File: config.mk
export PLATFORM = sky130hd
export DESIGN_NAME = vscratch_regs
export DESIGN_NICKNAME = d
export VERILOG_FILES = /design/src/rtl/vsr_pkg.sv /design/src/rtl/vsr_verb_decode.sv /design/src/rtl/vsr_node_match.sv /design/src/rtl/vsr_bank.sv /design/src/rtl/vscratch_regs.sv
export SDC_FILE = /design/constraint.sdc
export NUM_CORES = 1
export LEC_CHECK = 0
export BUFFER_PORTS_ARGS = -buffer_cell sky130_fd_sc_hd__buf_2
export CAP_MARGIN = 30
export CORE_UTILIZATION = 41
export CTS_CLUSTER_DIAMETER = 120
export DETAILED_ROUTE_END_ITERATION = 10
export HOLD_SLACK_MARGIN = 0.05
export PLACE_DENSITY = 0.69
export SYNTH_ARGS = -nofsm -noshare
export SYNTH_HDL_FRONTEND = slang
export SYNTH_SLANG_ARGS = --single-unit
File: constraint.sdc
create_clock -name clk -period 4.75 [get_ports clk]
set_clock_uncertainty 0.2 [all_clocks]
set_input_delay 0.95 -clock clk [delete_from_list [all_inputs] [get_ports clk]]
set_output_delay 0.95 -clock clk [all_outputs]
set_load 0.02 [all_outputs]
File: src/rtl/vsr_pkg.sv
`timescale 1ns/1ps
package vsr_pkg;
  typedef enum logic [2:0] {
    OP_NONE,
    OP_RD0,
    OP_RD1,
    OP_WR0,
    OP_WR1,
    OP_DOORBELL
  } vsr_op_e;

  localparam logic [11:0] VERB_RD0      = 12'hFA6;
  localparam logic [11:0] VERB_WR0_LO   = 12'hFA7;
  localparam logic [11:0] VERB_WR0_HI   = 12'hFAA;
  localparam logic [11:0] VERB_RD1      = 12'hFAB;
  localparam logic [11:0] VERB_WR1_LO   = 12'hFAC;
  localparam logic [11:0] VERB_WR1_HI   = 12'hFAF;
  localparam logic [11:0] VERB_DOORBELL = 12'hF80;
  localparam logic [7:0]  SINGLE_NODE   = 8'h01;

  localparam int WORD_W    = 32;
  localparam int FMT_W     = 16;
  localparam int TRIG_BIT  = 31;
  localparam int VALID_BIT = 30;
endpackage

File: src/rtl/vsr_verb_decode.sv
`timescale 1ns/1ps
module vsr_verb_decode
  import vsr_pkg::*;
(
  input  logic [11:0] verb,
  output vsr_op_e     op,
  output logic [1:0]  byte_sel
);
  always_comb begin
    op       = OP_NONE;
    byte_sel = 2'd0;
    if (verb == VERB_RD0) begin
      op = OP_RD0;
    end else if (verb == VERB_RD1) begin
      op = OP_RD1;
    end else if (verb >= VERB_WR0_LO && verb <= VERB_WR0_HI) begin
      op       = OP_WR0;
      byte_sel = verb[1:0] + 2'd1;   // 0xFA7 -> lane 0 ... 0xFAA -> lane 3
    end else if (verb >= VERB_WR1_LO && verb <= VERB_WR1_HI) begin
      op       = OP_WR1;
      byte_sel = verb[1:0];          // 0xFAC -> lane 0 ... 0xFAF -> lane 3
    end else if (verb == VERB_DOORBELL) begin
      op = OP_DOORBELL;
    end
  end
endmodule

File: src/rtl/vsr_node_match.sv
`timescale 1ns/1ps
module vsr_node_match
  import vsr_pkg::*;
#(
  parameter int                    NUM_CVT   = 2,
  parameter logic [NUM_CVT*8-1:0]  CVT_NODES = {8'h05, 8'h04}
) (
  input  logic [7:0]         node,
  input  logic               multi_stream,
  output logic [NUM_CVT-1:0] hit
);
  for (genvar i = 0; i < NUM_CVT; i++) begin : g_hit
    if (i == 0) begin : g_first
      assign hit[i] = multi_stream ? (node == CVT_NODES[i*8 +: 8])
                                   : (node == SINGLE_NODE);
    end else begin : g_rest
      assign hit[i] = multi_stream && (node == CVT_NODES[i*8 +: 8]);
    end
  end
endmodule

File: src/rtl/vsr_bank.sv
`timescale 1ns/1ps
module vsr_bank
  import vsr_pkg::*;
(
  input  logic              clk,
  input  logic              rst,
  input  logic              sel,
  input  vsr_op_e           op,
  input  logic [1:0]        byte_sel,
  input  logic [7:0]        data,
  input  logic              doorbell_mode,
  input  logic              ack,
  output logic [WORD_W-1:0] word0,
  output logic [WORD_W-1:0] word1,
  output logic              irq
);
  logic toggle_hit;
  logic ring_hit;
  logic trig;

  always_comb begin
    toggle_hit = sel && !doorbell_mode && op == OP_WR0 && byte_sel == 2'd3
                 && (data[7] != word0[TRIG_BIT]);
    ring_hit   = sel && doorbell_mode && op == OP_DOORBELL && (data != 8'd0);
    trig       = toggle_hit || ring_hit;
  end

  always_ff @(posedge clk) begin
    if (rst) begin
      word0 <= '0;
      word1 <= '0;
      irq   <= 1'b0;
    end else begin
      if (sel && op == OP_WR0) word0[byte_sel*8 +: 8] <= data;
      if (sel && op == OP_WR1) word1[byte_sel*8 +: 8] <= data;
      irq <= trig || (irq && !ack);
    end
  end
endmodule

File: src/rtl/vscratch_regs.sv
`timescale 1ns/1ps
module vscratch_regs
  import vsr_pkg::*;
#(
  parameter int                    NUM_CVT   = 2,
  parameter logic [NUM_CVT*8-1:0]  CVT_NODES = {8'h05, 8'h04}
) (
  input  logic                     clk,
  input  logic                     rst,
  input  logic                     doorbell_mode,
  input  logic                     multi_stream,
  input  logic                     cmd_valid,
  output logic                     cmd_ready,
  input  logic [7:0]               cmd_node,
  input  logic [11:0]              cmd_verb,
  input  logic [7:0]               cmd_data,
  output logic                     rsp_valid,
  output logic [31:0]              rsp_data,
  input  logic [NUM_CVT-1:0]       irq_ack,
  output logic [NUM_CVT-1:0]       irq_o,
  output logic [NUM_CVT*16-1:0]    fmt_o,
  output logic [NUM_CVT-1:0]       fmt_valid_o
);
  vsr_op_e              op;
  logic [1:0]           byte_sel;
  logic [NUM_CVT-1:0]   hit;
  logic [WORD_W-1:0]    w0 [NUM_CVT];
  logic [WORD_W-1:0]    w1 [NUM_CVT];
  logic [WORD_W-1:0]    rsp_next;
  logic                 accept;

  assign cmd_ready = 1'b1;
  assign accept    = cmd_valid && cmd_ready;

  vsr_verb_decode u_dec (
    .verb     (cmd_verb),
    .op       (op),
    .byte_sel (byte_sel)
  );

  vsr_node_match #(.NUM_CVT(NUM_CVT), .CVT_NODES(CVT_NODES)) u_match (
    .node         (cmd_node),
    .multi_stream (multi_stream),
    .hit          (hit)
  );

  for (genvar i = 0; i < NUM_CVT; i++) begin : g_bank
    vsr_bank u_bank (
      .clk           (clk),
      .rst           (rst),
      .sel           (accept && hit[i]),
      .op            (op),
      .byte_sel      (byte_sel),
      .data          (cmd_data),
      .doorbell_mode (doorbell_mode),
      .ack           (irq_ack[i]),
      .word0         (w0[i]),
      .word1         (w1[i]),
      .irq           (irq_o[i])
    );
    assign fmt_o[i*FMT_W +: FMT_W] = w0[i][FMT_W-1:0];
    assign fmt_valid_o[i]          = w0[i][VALID_BIT];
  end

  always_comb begin
    rsp_next = '0;
    for (int i = 0; i < NUM_CVT; i++) begin
      if (hit[i] && op == OP_RD0) rsp_next = rsp_next | w0[i];
      if (hit[i] && op == OP_RD1) rsp_next = rsp_next | w1[i];
    end
  end

  always_ff @(posedge clk) begin
    if (rst) begin
      rsp_valid <= 1'b0;
      rsp_data  <= '0;
    end else begin
      rsp_valid <= accept;
      rsp_data  <= accept ? rsp_next : '0;
    end
  end
endmodule

# Word-level counts from Yosys, hierarchy flattened
# Index checks and enable logic that the tools add are counted.
[word_totals] reg_bits=163 inputBits=35 out_inout_bits=70 word_cells=90
[classes] addsub=2 magnitude_cmp=4 n_eq_ne=14 shift=2 mux=18 n_bitwise=4 n_reduce_logical=38
[op_table] cell="bitwise mux 32 bit" count=4
[op_table] cell="2-to-1 mux 32 bit" count=4
[op_table] cell="OR 32 bit" count=3
[op_table] cell="== test 12 bit, second input constant" count=3
[op_table] cell="negation 5 -> 34 bit" count=1
[op_table] cell="variable shift 8 x 34 -> 32 bit, first input constant" count=1
[op_table] cell="variable part select 8 x 34 -> 32 bit" count=1
[op_table] cell="logical AND 1 bit" count=29
[op_table] cell="greater-or-equal comparator 12 bit, second input constant" count=2
[op_table] cell="<= comparator 12 bit, second input constant" count=2
[op_table] cell="== test 8 x 3 -> 1 bit, second input constant" count=2
[op_table] cell="2-to-1 mux 3 bit" count=5
[op_table] cell="== test 8 x 1 -> 1 bit, second input constant" count=1
[op_table] cell="2-to-1 mux 2 bit" count=4
[op_table] cell="nonzero test 8 bit" count=1
[op_table] cell="== test 3 x 2 -> 1 bit, second input constant" count=2
[op_table] cell="== test 3 bit, second input constant" count=2
[op_table] cell="logical OR 1 bit" count=4
[op_table] cell="== test 3 x 1 -> 1 bit, second input constant" count=1
[op_table] cell="zero test 1 bit" count=3
[op_table] cell="adder 2 x 1 -> 2 bit, second input constant" count=1
[op_table] cell="== test 2 bit, second input constant" count=1
[op_table] cell="!= test 1 bit" count=2
[op_table] cell="OR reduction 2 bit" count=1
[op_table] cell="other kinds (2)" count=2

# Depth between registers and ports, before layout
# Gate-level depths: netlist (run 1).
[depth] depth_word=15 mapped_depth=17

# By module
# Synthesis (run 1) repeated with hierarchy kept, for this count alone.
[unflattened] hier_cells=940 area_unflattened_um2=8077.7
[by_module_without_submodules] module="vsr_bank at g_bank[1].u_bank" n_inst=1 cells_each=333 area_each_um2=2846.5 seq_area_each_um2=1301.2
[by_module_without_submodules] module="vsr_bank at g_bank[0].u_bank" n_inst=1 cells_each=329 area_each_um2=2758.9 seq_area_each_um2=1301.2
[by_module_without_submodules] module="vscratch_regs" n_inst=1 cells_each=231 area_each_um2=2135.8 seq_area_each_um2=660.6
[by_module_without_submodules] module="vsr_verb_decode" n_inst=1 cells_each=41 area_each_um2=276.5 seq_area_each_um2=0.0
[by_module_without_submodules] module="vsr_node_match" n_inst=1 cells_each=6 area_each_um2=60.1 seq_area_each_um2=0.0

# Least setup slack after synthesis (run 1)
# No wires, ideal clock.
[synth_path] path_type="in2reg" start="in cmd_verb[0]" end="reg g_bank[0].u_bank.word0[31]" t_arrival_ns=4.408 required_ns=4.492 path_slack_ns=0.084 stages=14 cell_sequence="clkbuf_1 > inv_1 > ha_1 > and3b_1 > o21ai_1 > or4b_1 > buf_2 > o21ai_0 > inv_1 > ha_1 > nor3b_1 > and2_1 > o2111ai_1 > a21bo_2"
[synth_via] elab_chain_cells=9
[synth_lines] item="start, declared" line="vscratch_regs.sv:15" source="input logic [11:0] cmd_verb,"
[synth_lines] item="greater-or-equal comparator 12 bit / <= comparator 12 bit (equally long branches)" line="vsr_verb_decode.sv:19" source="end else if (verb >= VERB_WR1_LO && verb <= VERB_WR1_HI) begin"
[synth_lines] item="logical AND 1 bit" line="vsr_verb_decode.sv:19"
[synth_lines] item="2-to-1 mux 2 bit" line="vsr_verb_decode.sv:19"
[synth_lines] item="2-to-1 mux 2 bit" line="vsr_verb_decode.sv:16" source="end else if (verb >= VERB_WR0_LO && verb <= VERB_WR0_HI) begin"
[synth_lines] item="2-to-1 mux 2 bit" line="vsr_verb_decode.sv:14" source="end else if (verb == VERB_RD1) begin"
[synth_lines] item="2-to-1 mux 2 bit" line="vsr_verb_decode.sv:12" source="if (verb == VERB_RD0) begin"
[synth_lines] item="negation 5 -> 34 bit" line="vsr_bank.sv:34" source="if (sel && op == OP_WR0) word0[byte_sel*8 +: 8] <= data;"
[synth_lines] item="variable part select 8 x 34 -> 32 bit / variable shift 8 x 34 -> 32 bit (equally long branches)" line="vsr_bank.sv:34"
[synth_lines] item="bitwise mux 32 bit" line="vsr_bank.sv:34"
[synth_lines] item="end signal, assigned by index" line="vsr_bank.sv:34"
[synth_lines] item="end, declared" line="vsr_bank.sv:13" source="output logic [WORD_W-1:0] word0,"
# Several ways; a longest one is shown, not always the timed one.
# A chain may end at the register's enable or synchronous reset.

# Final worst setup path (run 1)
[layout_path] start="in cmd_verb[0]" end="reg g_bank[1].u_bank.word0[22]"
[layout_via] elab_chain_cells=9
[layout_lines] item="greater-or-equal comparator 12 bit / <= comparator 12 bit (equally long branches)" line="vsr_verb_decode.sv:19"
[layout_lines] item="logical AND 1 bit" line="vsr_verb_decode.sv:19"
[layout_lines] item="2-to-1 mux 2 bit" line="vsr_verb_decode.sv:19"
[layout_lines] item="2-to-1 mux 2 bit" line="vsr_verb_decode.sv:16"
[layout_lines] item="2-to-1 mux 2 bit" line="vsr_verb_decode.sv:14"
[layout_lines] item="2-to-1 mux 2 bit" line="vsr_verb_decode.sv:12"
[layout_lines] item="negation 5 -> 34 bit" line="vsr_bank.sv:34"
[layout_lines] item="variable part select 8 x 34 -> 32 bit / variable shift 8 x 34 -> 32 bit (equally long branches)" line="vsr_bank.sv:34"
[layout_lines] item="bitwise mux 32 bit" line="vsr_bank.sv:34"
[layout_lines] item="end signal, assigned by index" line="vsr_bank.sv:34"
[layout_lines] item="end, declared" line="vsr_bank.sv:13"
# Several ways; a longest one is shown, not always the timed one.

==> results of run 1 <==
-- Yosys cell counts, drive strengths merged (2+ instances only) --
library cell / count / share of area
nand2: 19 / 0.011
a22oi: 2 / 0.0031
or4: 2 / 0.0023
xnor2: 2 / 0.0027
buf: 40 / 0.045
o21ai: 7 / 0.0054
mux2i: 5 / 0.0077
nand3: 14 / 0.011
a31oi: 10 / 0.0096
nor4b: 2 / 0.0027
clkbuf: 24 / 0.014
a32o: 2 / 0.0031
nand4: 5 / 0.0048
nand3b: 2 / 0.0023
inv: 7 / 0.0040
nor3b: 2 / 0.0040
a21oi: 8 / 0.0062
and3: 3 / 0.0029
nor2: 24 / 0.014
a221o: 32 / 0.049
nand2b: 14 / 0.013
o311ai: 2 / 0.0027
or3b: 4 / 0.0054
a211o: 2 / 0.0027
ha: 9 / 0.017
o2bb2ai: 73 / 0.098
dfxtp: 163 / 0.50
nor3: 6 / 0.0077
and2: 3 / 0.0029
nor4: 4 / 0.0048
and3b: 2 / 0.0027
nor2b: 11 / 0.011
a22o: 79 / 0.11
a21boi: 2 / 0.0035
-- power breakdown --
part / switching [mW] / internal (mW)
logic: 0.0721 / 0.0293
registers: 0.000108 / 1.37
clock network: 0.567 / 0.913
-- metal layers --
metal  vias up  share of wire  track usage
met5         -              0            0
li1       2449              -            -
met3        30          0.059       0.0522
met2       218           0.46        0.364
met4         0          0.015       0.0830
met1      2648           0.46        0.305
-- flip-flops by register name, summed over array words and instances (netlist names) --
| register | cells |
|---|---|
| rsp_valid | 1 |
| rsp_data | 32 |
| g_bank.u_bank.word1 | 64 |
| g_bank.u_bank.irq | 2 |
| g_bank.u_bank.word0 | 64 |
-- critical path, cell delays in order --
cell and delay [ns]:
buf_2 0.11, buf_4 0.18, ha_1 0.22, and3b_1 0.20, o21ai_1 0.16, or4b_1 0.48
o21ai_0 0.23, inv_1 0.12, ha_1 0.36, nor2b_1 0.20, nand2_1 0.11, or4_1 0.71
o2bb2ai_1 0.21
-- area by class of cell --
cell class                 instances  area [µm²]  share of cell area
inverter                           7        26.3             0.00343
sequential                       163        3260               0.426
clock buffer                      21         460              0.0601
tap                              211         264              0.0345
timing repair buffer             117         621              0.0810
clock inverter                    11         175              0.0229
multi-input combinational        363        2850               0.372
-- layout by cell type (no fill, tap or decap), drive strengths merged, types with 2 or more instances in the layout --
| cell type | synthesis | final |
|---|---|---|
| a211o | 2 | 2 |
| a21boi | 2 | 2 |
| a21oi | 8 | 8 |
| a221o | 32 | 32 |
| a22o | 79 | 79 |
| a22oi | 2 | 2 |
| a31oi | 10 | 10 |
| a32o | 2 | 2 |
| and2 | 3 | 3 |
| and3 | 3 | 3 |
| and3b | 2 | 2 |
| buf | 40 | 117 |
| bufinv | 0 | 4 |
| clkbuf | 24 | 21 |
| clkinv | 0 | 4 |
| dfxtp | 163 | 163 |
| ha | 9 | 9 |
| inv | 7 | 9 |
| mux2i | 5 | 5 |
| nand2 | 19 | 19 |
| nand2b | 14 | 14 |
| nand3 | 14 | 14 |
| nand3b | 2 | 2 |
| nand4 | 5 | 5 |
| nor2 | 24 | 24 |
| nor2b | 11 | 11 |
| nor3 | 6 | 6 |
| nor3b | 2 | 2 |
| nor4 | 4 | 4 |
| nor4b | 2 | 2 |
| o21ai | 7 | 7 |
| o2bb2ai | 73 | 73 |
| o311ai | 2 | 2 |
| or3b | 4 | 4 |
| or4 | 2 | 2 |
| xnor2 | 2 | 2 |
-- final timing paths --
check                                                start                    endpoint  slack, ns
worst max register to register  g_bank[0].u_bank.word0[31]        g_bank[0].u_bank.irq       3.48
worst max-delay path                           cmd_verb[0]  g_bank[1].u_bank.word0[22]       0.67
worst min register to register   g_bank[1].u_bank.word1[0]   g_bank[1].u_bank.word1[0]       0.26
worst min-delay path             g_bank[1].u_bank.word1[0]   g_bank[1].u_bank.word1[0]       0.26
-- through the flow --
step | cell area [µm²] | hold WS [ns] | util | std cells | worst slack [ns]
4_1_cts | 7660 | 0.265 | 0.500 | 893 | 0.705
2_1_floorplan | 6500 | 0.233 | - | 597 | 0.0838
5_1_grt | 7660 | 0.274 | 0.500 | 893 | 0.391
3_3_place_gp | 7020 | 0.245 | 0.458 | 861 | 0.393
3_5_place_dp | 7020 | 0.247 | 0.458 | 861 | 0.273
6_report | 7660 | 0.262 | 0.500 | 893 | 0.671
-- cells by family after synthesis --
| group | Yosys count | share of synthesized area |
|---|---|---|
| compound gates | 224 | 0.297 |
| xor+xnor | 2 | 0.00270 |
| fa+ha+maj | 9 | 0.0173 |
| buf+inv | 71 | 0.0630 |
| flops | 163 | 0.502 |
| mux | 5 | 0.00770 |
| other cells | 1 | 0.000577 |
| simple gates | 122 | 0.110 |
==> impl_metrics.yaml, run 1 <==
timing:
  hold_violations: 0
  worst_pin_slew_ns: 1.00
  finalSetupViolCount: 0
  slew_headroom: 0.330
  period_share: 0.859
  rsz0062_at_grt: "false"
  max_freq_ghz: 0.245
  finalSetupTns_ns: 0
  min_period_ns: 4.08
  drv_slew: 0
critical_path:
  crit_fanout: 12
  start_kind: "input port"
  required_ns: 4.90
  critPathArrivalTime_ns: 4.23
  reg2regPathDepth: 4
  endpoint_kind: "flip-flop"
  path_class: "in2reg"
cts:
  post_cts_resized: 0
  ctsHoldBuffers: 0
  postCtsSetupRepairBufs: 0
  cts_root_buffer: "clkbuf_16"
  clk_pin_slew_ns: 0.06
  cts.sinks: 163
  h-tree-depth: 4
  cts_made_buffers: 17
  clockBufferDepth: 2
  cts_tree: "built"
  clk_latency_ns: 0.43
logic_synthesis:
  seq_area_frac_synth: 0.502
  yosysUniqueCellTypes: 51
  syn_area_per_cell_um2: 10.9
  syn_area_mm2: 0.00650
  synth_edf_count: 0
  synthArstFlopShare: 0
  synth-main-ff-cell: "dfxtp_1"
  ys_seq_elements: 163
  synth_cells: 597
  yosysWarnings: 0
  syn-num-nets: 641
global_routing:
  grt_overflow: 0
  grt_usage: 0.230
  grt_max_degree: 45
  antenna_found_initial: 0
  grt_pass1_wl_mm: 28.9
  grt_pass1_vias: 5253
finish:
  n_fill_cell: 1392
  nNetsFinal: 713
  drive_gt1_frac: 0.245
  syn2layout_area_growth_pct: 17.8
  num_antenna_cells: 0
floorplan:
  core_mm2: 0.0153
  die_x_um: 128
  die_area_mm2: 0.0164
  io_pins: 105
  rows: 45
  start_util: 0.424
  chipHeight_um: 128
detailed_routing:
  via_per_inst: 5.99
  drt-wirelength-per-cell_um: 20.7
  totalWireLength_mm: 18.5
  drtIter0Drc: 424
  ant_nets: 0
  first_pass_iters: 5
  drc: 0
  vias: 5345
pwr:
  power_mw: 2.95
  leakage_nw: 3.05
  vdd_drop_max_mv: 0.262
  powerDensity_mw_per_mm2: 385
worst_hold_path:
  hold_path.class: "reg2reg"
  min_path_cells: 1
placement:
  port_buffers: 103
  place_hpwl_mm: 12.6
  routabilityCongestion: 0.856
job:
  max_cap_viol_count: 0
run_status:
  status: "finished clean"
Note: power is estimated with default switching activity, not from simulation.
==> run 2, diff against run 1 <==
Settings changed: PLACE_DENSITY 0.69 to 0.68, SYNTH_HIERARCHICAL set to 1.
==> run 2 against run 1 <==
Compared with the run above:
- synthesized area grew 24%
- synthesized cell count increased by 57%
- final area increased by 18%
- clock power is 8% lower
- maximum frequency rose by 8.7%
- sequential cell count unchanged
- combinational power hardly changed
- critical path depth fell by 2
- die area increased by 24%
- global-route usage increased by 1.7 points
- first-iteration DRC count grew 120%
- largest cell class is now multi-input gates
==> impl_metrics.yaml, run 2 <==
run_status:
  status: "finished clean"
worst_hold_path:
  hold_path.class: "reg2reg"
pwr:
  powerDensity_mw_per_mm2: 313
  vdd_drop_max_mv: 0.229
  p_int_mw: 2.19
  p_comb_frac: 0.035
  clkPwrFrac: 0.481
  p_seq_frac: 0.484
  leakage_nw: 3.24
  swShare: 0.225
  power_switching_mw: 0.634
timing:
  finalSetupViolCount: 0
  max_freq_ghz: 0.266
  rsz0062_at_grt: "false"
  drv_slew: 0
  finalSetupTns_ns: 0
  min_period_ns: 3.75
  worst_pin_slew_ns: 1.01
  slew_headroom: 0.329
  period_share: 0.790
  hold_violations: 0
global_routing:
  grt_overflow: 0
  grt_pass1_vias: 7018
  grt_usage: 0.246
  grt_pass1_wl_mm: 38.8
  grt_max_degree: 78
  antenna_found_initial: 0
detailed_routing:
  first_pass_iters: 5
  ant_nets: 0
  totalWireLength_mm: 25.0
  vias: 7566
  drc: 0
  drtIter0Drc: 921
  drt-wirelength-per-cell_um: 20.3
  via_per_inst: 6.12
cts:
  clockBufferDepth: 2
  postCtsSetupRepairBufs: 0
  cts_made_buffers: 17
  ctsHoldBuffers: 0
  cts_root_buffer: "clkbuf_16"
  cts_tree: "built"
  cts.sinks: 163
  clk_latency_ns: 0.43
  clk_pin_slew_ns: 0.06
  h-tree-depth: 4
  post_cts_resized: 0
job:
  max_cap_viol_count: 0
floorplan:
  start_util: 0.425
  io_pins: 105
  core_mm2: 0.0190
  rows: 50
  die_x_um: 142
  chipHeight_um: 142
  die_area_mm2: 0.0203
critical_path:
  cp_cell_sequence: "buf_2 -> ha_1 -> nor2b_1 -> mux2i_1 -> a2bb2oi_1 -> nor2_1 -> inv_1 -> ha_1 -> nor3b_4 -> nand4_1 -> a21oi_1"
  start_kind: "input port"
  crit_fanout: 16
  max_stage_delay_ns: 0.61
  cpMostUsedCell: "ha_1"
  critPathArrivalTime_ns: 3.91
  cpLargestDelayFamily: "simple AND/OR/NAND/NOR gates"
  crit_slowest_cell: "nor3b_4"
  path_class: "in2reg"
  endpoint_kind: "flip-flop"
  required_ns: 4.91
  cp_num_buf_inv: 2
finish:
  fin_util: 0.474
  multi_input_area_mm2: 0.00410
  regArea_mm2: 0.00326
  final_cell_mix: "163 x dfxtp_1, 148 x a21oi_1, 136 x o21ai_0, 114 x nand4_1, 102 x buf_2"
  num_antenna_cells: 0
  largestRegisters: "g_bank.u_bank/word0: 64 flops, g_bank.u_bank/word1: 64 flops, rsp_data: 32 flops"
  drive_gt1_frac: 0.206
  syn2layout_area_growth_pct: 11.7
  final_common_cell: "dfxtp_1"
  nNetsFinal: 1010
  n_fill_cell: 1906
logic_synthesis:
  yosysWarnings: 6
  ys_seq_elements: 163
  synth-main-ff-cell: "dfxtp_1"
  synthArstFlopShare: 0
  yosysUniqueCellTypes: 56
  yosys.area.top_type: "dfxtp_1"
  seq_area_frac_synth: 0.404
  syn-num-nets: 987
  syn_area_mm2: 0.00808
  syn_area_per_cell_um2: 8.59
  yosysMostFrequentCell: "dfxtp_1"
  synth_area_leaders: "dfxtp_1 40%, a21oi_1 9.2%, nand4_1 8.8%"
  synth_top_area_share: 0.404
  netlist_top_cells_count: "163 x dfxtp_1, 148 x a21oi_1, 136 x o21ai_0, 114 x nand4_1, 65 x and3b_1"
  synth_edf_count: 0
  synth_cells: 940
placement:
  place_hpwl_mm: 15.0
  port_buffers: 103
  routabilityCongestion: 0.845
==> run 2: changes by cell type in the layout (fill, tap and decap cells not counted), moves of 13 or more <==
cell / before / now
nand2b_1: 14 / 1
nor2_1: 22 / 7
nand4_1: 5 / 114
a21oi_2: 0 / 14
a22o_1: 79 / 1
and3b_1: 2 / 65
a22oi_1: 1 / 18
o2bb2ai_1: 73 / 0
a21oi_1: 8 / 148
a22oi_2: 1 / 14
a221o_1: 32 / 1
o21ai_1: 3 / 26
o21ai_0: 4 / 136
==> run 2: path summary, 6_finish.rpt <==
| kind | cells past startpoint | endpoint | slack [ns] | from |
|---|---|---|---|---|
| worst min-delay path | 2 | g_bank[1].u_bank/word1[0] | 0.27 | g_bank[1].u_bank/word1[0] |
| worst min register to register | 2 | g_bank[1].u_bank/word1[0] | 0.27 | g_bank[1].u_bank/word1[0] |
| worst max register to register | 3 | rsp_data[29] | 3.38 | g_bank[1].u_bank/word1[29] |
| worst max-delay path | 11 | g_bank[1].u_bank/word1[29] | 1.0 | cmd_verb[1] |
==> run 2: cell families after synthesis <==
family,share of synthesized area
compound gates,0.256
simple gates,0.228
flops,0.404
buf+inv,0.0888
fa+ha+maj,0.0186
xor+xnor,0.00325
other cells,0.000464
mux,0.00124
==> run 2: worst register-to-register path, cell delays in order, from the launching register on <==
cell,delay [ns]
dfxtp_1,0.31
and3b_1,0.17
o21ai_0,0.35
a21oi_1,0.16
==> run 2: power by group through the flow <==
stage                     sequential [mW]  combinational, mW  clock [mW]
final                                1.37             0.0987        1.36
after global routing                 1.37              0.103        1.42
after CTS                            1.37             0.0959        1.37
after detailed placement             1.40             0.0958           0
after global placement               1.40             0.0956           0
after floorplan                      1.40             0.0606           0
==> run 2: metal layers <==
layer  global-route usage  up-vias  share of wire  wire [µm]
met5                    0        -              0          0
met4                0.141        0          0.042       1040
met3               0.0363       59          0.068       1710
met2                0.391      360           0.47      11900
met1                0.318     3604           0.42      10400
li1                     -     3543              -          -
==> run 2: per-stage QoR <==
| stage | setup WS [ns] | total power [mW] | hold WS [ns] | instance area (µm²) | cells |
|---|---|---|---|---|---|
| 6_report | 0.998 | 2.82 | 0.273 | 9020 | 1236 |
| 5_1_grt | 0.661 | 2.89 | 0.288 | 9020 | 1236 |
| 4_1_cts | 1.06 | 2.83 | 0.272 | 9020 | 1236 |
| 3_5_place_dp | 0.602 | 1.49 | 0.245 | 8450 | 1204 |
| 3_3_place_gp | 0.724 | 1.49 | 0.246 | 8450 | 1204 |
| 2_1_floorplan | 1.05 | 1.46 | 0.249 | 8080 | 940 |
==> run 2: area by class of cell <==
cell class,count,share of cell area
Clock buffer,23,0.0519
Timing Repair Buffer,127,0.0774
Tap cell,260,0.0361
Sequential cell,163,0.362
Multi-Input combinational cell,638,0.455
Inverter,16,0.00666
Clock inverter,9,0.0115
